<file path="src/rtl/npc_pkg.sv">
package npc_pkg;

    localparam int XLEN_DEF   = 32;
    localparam int REG_IDX_W  = 5;
    localparam int INSN_BYTES = 4;

    typedef enum logic [1:0] {
        CLS_SEQ    = 2'd0,
        CLS_BRANCH = 2'd1,
        CLS_JAL    = 2'd2,
        CLS_JALR   = 2'd3
    } ctl_class_e;

    typedef enum logic [2:0] {
        CND_EQ   = 3'b000,
        CND_NE   = 3'b001,
        CND_RSV2 = 3'b010,
        CND_RSV3 = 3'b011,
        CND_LT   = 3'b100,
        CND_GE   = 3'b101,
        CND_LTU  = 3'b110,
        CND_GEU  = 3'b111
    } cond_e;

    typedef struct packed {
        logic eq;
        logic lt_s;
        logic lt_u;
    } cmp_flags_t;

    function automatic logic is_jump(input ctl_class_e c);
        return (c == CLS_JAL) || (c == CLS_JALR);
    endfunction

endpackage

</file>
<file path="src/rtl/npc_cond_eval.sv">
module npc_cond_eval
    import npc_pkg::*;
#(
    parameter int XLEN = XLEN_DEF
) (
    input  logic [XLEN-1:0] opa,
    input  logic [XLEN-1:0] opb,
    input  cond_e           cond,
    output logic            hit
);
    cmp_flags_t flags;

    always_comb begin
        flags.eq   = (opa == opb);
        flags.lt_u = (opa < opb);
        flags.lt_s = ($signed(opa) < $signed(opb));
    end

    always_comb begin
        unique case (cond)
            CND_EQ:  hit = flags.eq;
            CND_NE:  hit = !flags.eq;
            CND_LT:  hit = flags.lt_s;
            CND_GE:  hit = !flags.lt_s;
            CND_LTU: hit = flags.lt_u;
            CND_GEU: hit = !flags.lt_u;
            default: hit = 1'b0;
        endcase
    end
endmodule

</file>
<file path="src/rtl/npc_target_gen.sv">
module npc_target_gen
    import npc_pkg::*;
#(
    parameter int XLEN = XLEN_DEF
) (
    input  logic [XLEN-1:0] pc,
    input  logic [XLEN-1:0] base_reg,
    input  logic [XLEN-1:0] imm,
    input  ctl_class_e      cls,
    output logic [XLEN-1:0] seq_pc,
    output logic [XLEN-1:0] redirect_pc
);
    localparam logic [XLEN-1:0] STEP = XLEN'(INSN_BYTES);

    logic [XLEN-1:0] hw_off;
    logic [XLEN-1:0] pc_rel;
    logic [XLEN-1:0] reg_rel;

    assign hw_off  = {imm[XLEN-2:0], 1'b0};
    assign seq_pc  = pc + STEP;
    assign pc_rel  = pc + hw_off;
    assign reg_rel = base_reg + imm;

    always_comb begin
        if (cls == CLS_JALR)
            redirect_pc = {reg_rel[XLEN-1:1], 1'b0};
        else
            redirect_pc = pc_rel;
    end
endmodule

</file>
<file path="src/rtl/npc_pc_reg.sv">
module npc_pc_reg #(
    parameter int          XLEN      = 32,
    parameter logic [XLEN-1:0] RESET_VEC = '0
) (
    input  logic            clk,
    input  logic            rst,
    input  logic            step_en,
    input  logic [XLEN-1:0] d,
    output logic [XLEN-1:0] q
);
    always_ff @(posedge clk) begin
        if (rst)
            q <= RESET_VEC;
        else if (step_en)
            q <= d;
    end
endmodule

</file>
<file path="src/rtl/npc_unit.sv">
module npc_unit
    import npc_pkg::*;
#(
    parameter int              XLEN      = XLEN_DEF,
    parameter logic [XLEN-1:0] RESET_VEC = 32'h0000_1000
) (
    input  logic                 clk,
    input  logic                 rst,
    input  logic                 step_en,
    input  logic [1:0]           ctl_class,
    input  logic [2:0]           cond,
    input  logic [XLEN-1:0]      rs1_val,
    input  logic [XLEN-1:0]      rs2_val,
    input  logic [XLEN-1:0]      imm,
    input  logic [REG_IDX_W-1:0] dest_idx,
    output logic [XLEN-1:0]      pc_q,
    output logic [XLEN-1:0]      next_pc,
    output logic                 taken,
    output logic [XLEN-1:0]      link_val,
    output logic                 link_we
);
    ctl_class_e      cls;
    cond_e           cnd;
    logic            br_hit;
    logic            jump;
    logic [XLEN-1:0] seq_pc;
    logic [XLEN-1:0] redirect_pc;

    assign cls = ctl_class_e'(ctl_class);
    assign cnd = cond_e'(cond);

    npc_cond_eval #(.XLEN(XLEN)) u_cond (
        .opa  (rs1_val),
        .opb  (rs2_val),
        .cond (cnd),
        .hit  (br_hit)
    );

    npc_target_gen #(.XLEN(XLEN)) u_tgt (
        .pc          (pc_q),
        .base_reg    (rs1_val),
        .imm         (imm),
        .cls         (cls),
        .seq_pc      (seq_pc),
        .redirect_pc (redirect_pc)
    );

    assign jump = is_jump(cls);

    always_comb begin
        unique case (cls)
            CLS_BRANCH:       taken = br_hit;
            CLS_JAL, CLS_JALR: taken = 1'b1;
            default:          taken = 1'b0;
        endcase
    end

    assign next_pc  = taken ? redirect_pc : seq_pc;
    assign link_val = jump ? seq_pc : '0;
    assign link_we  = jump && (dest_idx != '0);

    npc_pc_reg #(.XLEN(XLEN), .RESET_VEC(RESET_VEC)) u_pc (
        .clk     (clk),
        .rst     (rst),
        .step_en (step_en),
        .d       (next_pc),
        .q       (pc_q)
    );
endmodule

</file>
<file path="config.mk">
export PLATFORM = sky130hd
export DESIGN_NAME = npc_unit
export DESIGN_NICKNAME = d
export VERILOG_FILES = /design/src/rtl/npc_pkg.sv /design/src/rtl/npc_cond_eval.sv /design/src/rtl/npc_target_gen.sv /design/src/rtl/npc_pc_reg.sv /design/src/rtl/npc_unit.sv
export SDC_FILE = /design/constraint.sdc
export NUM_CORES = 1
export LEC_CHECK = 0
export ABC_AREA = 1
export BUFFER_PORTS_ARGS = -buffer_cell sky130_fd_sc_hd__buf_2
export CORE_ASPECT_RATIO = 1.5
export CORE_MARGIN = 3
export CORE_UTILIZATION = 37
export CTS_CLUSTER_SIZE = 12
export DETAILED_ROUTE_END_ITERATION = 8
export PLACE_DENSITY = 0.59
export SLEW_MARGIN = 10
export SYNTH_ARGS = -nofsm -noshare
export SYNTH_HDL_FRONTEND = slang
export SYNTH_HIERARCHICAL = 1
export SYNTH_SLANG_ARGS = --single-unit
</file>
<file path="constraint.sdc">
create_clock -name clk -period 5.1 [get_ports clk]
set_input_delay 1.02 -clock clk [delete_from_list [all_inputs] [get_ports clk]]
set_output_delay 1.02 -clock clk [all_outputs]
set_load 0.01 [all_outputs]
</file>
# Yosys cells after proc, flatten, opt, wreduce, memory -nomap -nowiden

Index checks and enable logic that the tools add are counted.

Flip-flop bits (word level): 32
Output and inout port bits: 98

$lt $le $gt $ge: 2
$add $sub $neg: 3
Reduce and logical (&&, ||, !) cells: 8
Equal/unequal tests: 9
Mux-type cells: 5

Operators by type and width:

| cell                    | count |
|---|---|
| $mux W32                | 3 |
| $add A32 B32 Y32        | 2 |
| $lt A32 B32 Y1          | 2 |
| $add A32 B3 Y32 const B | 1 |
| $eq A32 B32 Y1          | 1 |
| $eq A3 B3 Y1 const B    | 4 |
| $pmux W1 S6             | 1 |
| $reduce_bool A5 Y1      | 1 |
| $eq A2 B2 Y1 const B    | 2 |
| $eq A3 B1 Y1 const B    | 1 |
| $logic_not A1 Y1        | 3 |
| $logic_not A3 Y1        | 1 |
| $eq A2 B1 Y1 const B    | 1 |
| $pmux W1 S2             | 1 |
| $reduce_or A2 Y1        | 1 |
| $logic_and A1 B1 Y1     | 1 |
| $logic_or A1 B1 Y1      | 1 |

# Depth between registers and ports, before layout

Depth after elaboration: 5
Gate-level depth with buffers: 26
Mapped depth without buffers: 25

# Hierarchy

The synthesis kept the hierarchy.

By module, submodules not included:

| module         | cells an instance | instances | sequential area each (um2) | area each (um2) |
|---|---|---|---|---|
| npc_target_gen | 1158              | 1         | 0.0                        | 5546.6 |
| npc_pc_reg     | 202               | 1         | 640.6                      | 1336.3 |
| npc_cond_eval  | 169               | 1         | 0.0                        | 993.5 |
| npc_unit       | 182               | 1         | 0.0                        | 823.3 |

# Worst setup path after synthesis

No wires, ideal clock.

Path type: input port to output port
Start point: input port rs2_val[31]
End point: output port next_pc[2]
Data arrival time: 2.696 ns
Slack: 1.384 ns
Cell stages on the path: 15
Buffers on the path: 1
Cells stage by stage: inv_1 ha_1 nand2_1 nor2_2 nand2_2 nor3b_2 nand2_1 nand2_2 nand2_1 nand3_1 nand3_1 nand2_2 buf_2 nand3_1 nand2_1

Word-level cells in the longest chain between the ends: 5
Elaborated cells between the ends (all ways): 9

Ends and longest elaborated chain:

| item                                         | RTL line                                                      | source |
|---|---|---|
| from (decl)                                  | npc_unit.sv:13                                                | `input logic [XLEN-1:0] rs2_val,` |
| $lt A32 B32 Y1, or another cell as far along | npc_cond_eval.sv:15                                           | `flags.lt_u = (opa < opb);` |
| $logic_not A1 Y1, on equally long branches   | npc_cond_eval.sv:26, npc_cond_eval.sv:22, npc_cond_eval.sv:24 |  |
| $pmux W1 S6 (*)                              | npc_cond_eval.sv:20                                           | `unique case (cond)` |
| net br_hit                                   | npc_unit.sv:24                                                | `logic br_hit;` |
| $pmux W1 S2 (*)                              | npc_unit.sv:51                                                | `unique case (cls)` |
| $mux W32 (*)                                 | npc_unit.sv:58                                                | `assign next_pc = taken ? redirect_pc : seq_pc;` |
| to (decl)                                    | npc_unit.sv:17                                                | `output logic [XLEN-1:0] next_pc,` |

Mark *: on every way through the listed nets, which the timed path passes. The rest lies on a longest branch.

# Final worst setup path

Start point: input port imm[0]
End point: output port next_pc[29]

Word-level cells in the longest chain between the ends: 3
Elaborated cells between the ends (all ways): 4

Ends and longest elaborated chain:

| item                                       | RTL line                                   | source |
|---|---|---|
| from (decl)                                | npc_unit.sv:14                             | `input logic [XLEN-1:0] imm,` |
| $add A32 B32 Y32, on equally long branches | npc_target_gen.sv:21, npc_target_gen.sv:22 |  |
| $mux W32 (*)                               | npc_target_gen.sv:25                       | `if (cls == CLS_JALR)` |
| net redirect_pc[29]                        | npc_unit.sv:27                             | `logic [XLEN-1:0] redirect_pc;` |
| $mux W32 (*)                               | npc_unit.sv:58                             |  |

Marks and branches as above.

==> impl_metrics.py <==
metrics = {
    "status": {
        "outcome": "finished, final reports clean",
    },
    "timing": {
        "slew_headroom_pct": 50.6,
        "setup_viol": 0,
        "rsz0062_at_grt": "false",
        "fin_crit_ps": 4390,
        "fin_skew_ps": 13.3,
        "period_share_pct": 86.0,
        "max_slew.worst_pin.slew_ps": 741,
        "hold_violations": 0,
        "fmax_mhz": 228,
        "tns_ps": 0,
        "final_max_slew_viol_count": 0,
        "setup_slack_ps": 713,
    },
    "final_layout": {
        "largest_reg_flops": 32,
        "largestRegisters": "u_pc/q (32)",
        "fin_util_pct": 44.0,
        "drive_above_1_share_pct": 14.0,
        "finalNonFillerCells": 2218,
        "final_cell_mix": "nand2_1, inv_1, buf_2",
        "seqCellArea_um2": 641,
        "fill_cells": 2654,
        "multiInputGateArea_mm2": 0.00653,
        "diodes": 0,
        "layout.nets": 2106,
        "syn_to_final_growth_pct": 16.5,
        "layout_commonest_cell": "nand2_1",
        "largest_register": "u_pc/q",
    },
    "global_routing": {
        "grt_pass1_vias": 10300,
        "grt_pass1_wl_um": 56000,
        "gr-usage-all-layers_pct": 28.0,
        "grt_max_degree": 65,
        "grt_overflow": 0,
        "antenna_found_initial": 1,
    },
    "clock_tree": {
        "cts_tree": "yes",
        "clockRootBuffer": "clkbuf_16",
        "post_cts.repair.setup_buffers": 0,
        "cts_sinks": 32,
        "holdBufCountCts": 0,
        "clk_latency_ps": 310,
        "htreeDepth": 2,
        "clockBufferDepth": 2,
        "numCtsBuffers": 5,
        "path_clk_slew_ps": 60,
        "cts-resized-gates": 0,
    },
    "die": {
        "die_w_um": 131,
        "core_area_mm2": 0.0231,
        "ios": 207,
        "rows": 68,
        "die_y_um": 194,
        "dieArea_mm2": 0.0254,
        "start_util_pct": 37.7,
    },
    "critical_path": {
        "end_kind": "output port",
        "cp_data_arrival_time_ps": 3370,
        "crit_family": "simple AND/OR/NAND/NOR gates",
        "cp_num_buf_inv": 4,
        "cp-start-kind": "input port",
        "critical_path_required_ps": 4080,
        "crit_top_cell": "nand3_1",
        "crit_type": "in -> out",
        "path_cells": "buf_2 > ha_1 > inv_1 > fa_1 > inv_1 > nand3_1 > nand3_1 > nand3_1 > nand3_1 > nand2_1 > nand3_1 > nand3_1 > nand2_1 > nand2_2 > nand2_1 > buf_2",
        "cp_max_fo": 4,
        "crit_path_max_incr_delay_ps": 440,
        "crit_path_top_delay_cell": "fa_1",
    },
    "logic_synthesis": {
        "synth_edf_count": 0,
        "synth_cell_types": 40,
        "ys_async_sr_fraction_pct": 0,
        "synth.net_count": 1915,
        "syn-cell-area_mm2": 0.00870,
        "ys.flop_type": "dfxtp_1",
        "synth_area_leaders": "nand2_1, inv_1, ha_1, nor2_1, dfxtp_1",
        "ys_seq_elements": 32,
        "syn_avg_cell_area_um2": 5.08,
        "syn-instance-count": 1711,
        "yosysSeqAreaShare_pct": 7.36,
        "synth_top_area_cell": "nand2_1",
        "yosysWarnings": 6,
        "synth_top_cell_area_share_pct": 29.2,
    },
    "pwr": {
        "ir_worst_vdd_mv": 0.121,
        "p_per_area_mw_per_mm2": 186,
        "p_leak_uw": 0.00667,
    },
    "routing": {
        "drt_iter0_markers": 685,
        "viasPerCell": 4.83,
        "wirelength_um": 36600,
        "num_vias": 10700,
        "m1WireLength_um": 14000,
        "wl_met3_um": 2030,
        "drc": 0,
        "first_pass_iters": 5,
        "drtAntennaViolNets": 0,
        "maxUsedRoutingLayer": "met5",
        "wl_per_cell_um": 16.5,
        "route.met2.wl_um": 17900,
    },
    "place": {
        "dpl.hpwl_um": 30900,
        "gp_congestion": 0.986,
        "dp_cells": 2210,
        "io_buffers": 206,
        "pre_cts_ws_ps": 710,
    },
    "flow_run": {
        "maxCapViolCount": 0,
    },
    "min_path": {
        "min_path_type": "reg -> reg",
    },
}
==> per-layer routing <==
| metal | GRT usage [%] | up-vias |
|---|---|---|
| li1 | - | 5589 |
| met1 | 30.3 | 4612 |
| met2 | 50.9 | 419 |
| met3 | 3.53 | 99 |
| met4 | 18.2 | 2 |
| met5 | 0 | - |
==> cell families (layout without fill, tap and decap cells) <==
kind of cell               after synthesis  in the layout  share of synthesized area, %
and+or+nand+nor                       1054           1054                          50.3
muxes                                    1              1                         0.115
buffers and inverters                  375            567                          17.6
adders and majority gates               95             95                          13.8
DFF                                     32             32                          7.36
xor gates and xnor gates                36             36                          3.62
AOI/OAI and AO/OA                      118            118                          7.19
==> path summary, 6_finish.rpt <==
check	startpoint	endpoint	slack, ps	cells after the start
worst max-delay path	imm[0]	next_pc[29]	710	16
worst min-delay path	u_pc/q[0]	u_pc/q[0]	530	2
worst max register to register	u_pc/q[1]	u_pc/q[29]	2170	18
worst min register to register	u_pc/q[0]	u_pc/q[0]	530	2
==> synth_stat cells, types with 3 or more instances <==
cell type    n
nand2_1    677
nand3b_1     6
buf_4        5
nor3_1      14
nand4_1     16
o21bai_1     6
nor2_4       6
dfxtp_1     32
buf_6       10
inv_1      339
inv_2        4
nor2_2       6
clkbuf_1     5
nor2_1     171
xnor2_1     15
xor2_1      21
o21ai_0     32
nand3_2      3
a21oi_1     71
a21o_1       4
buf_2        9
ha_1        93
nand2_2     18
nand3_1    126
==> report_power, final <==
part           internal (µW)  switching [µW]
clock                    258             143
sequential               273            59.3
combinational            395             754
total                    926             957
==> cell type report <==
class / count / share of cell area, %
Multi-Input combinational cell: 1304 / 64.4
Inverter: 345 / 12.8
Timing Repair Buffer: 214 / 10.8
Sequential cell: 32 / 6.32
Tap cell: 315 / 3.89
Clock buffer: 7 / 1.51
Clock inverter: 1 / 0.296
==> worst min-delay path, stage by stage (launching register included) <==
cell,delay [ps]
dfxtp_1,340
nor2_1,100
nor2_1,50
==> through the flow <==
step	hold slack, ps	cell area [µm²]	total power (µW)
after floorplan	515	8700	1070
after global placement	517	9960	1470
after detailed placement	523	9960	1480
after CTS	532	10100	1890
after global routing	569	10100	2040
final	531	10100	1880
No activity file was read; power rests on OpenSTA's default activity.
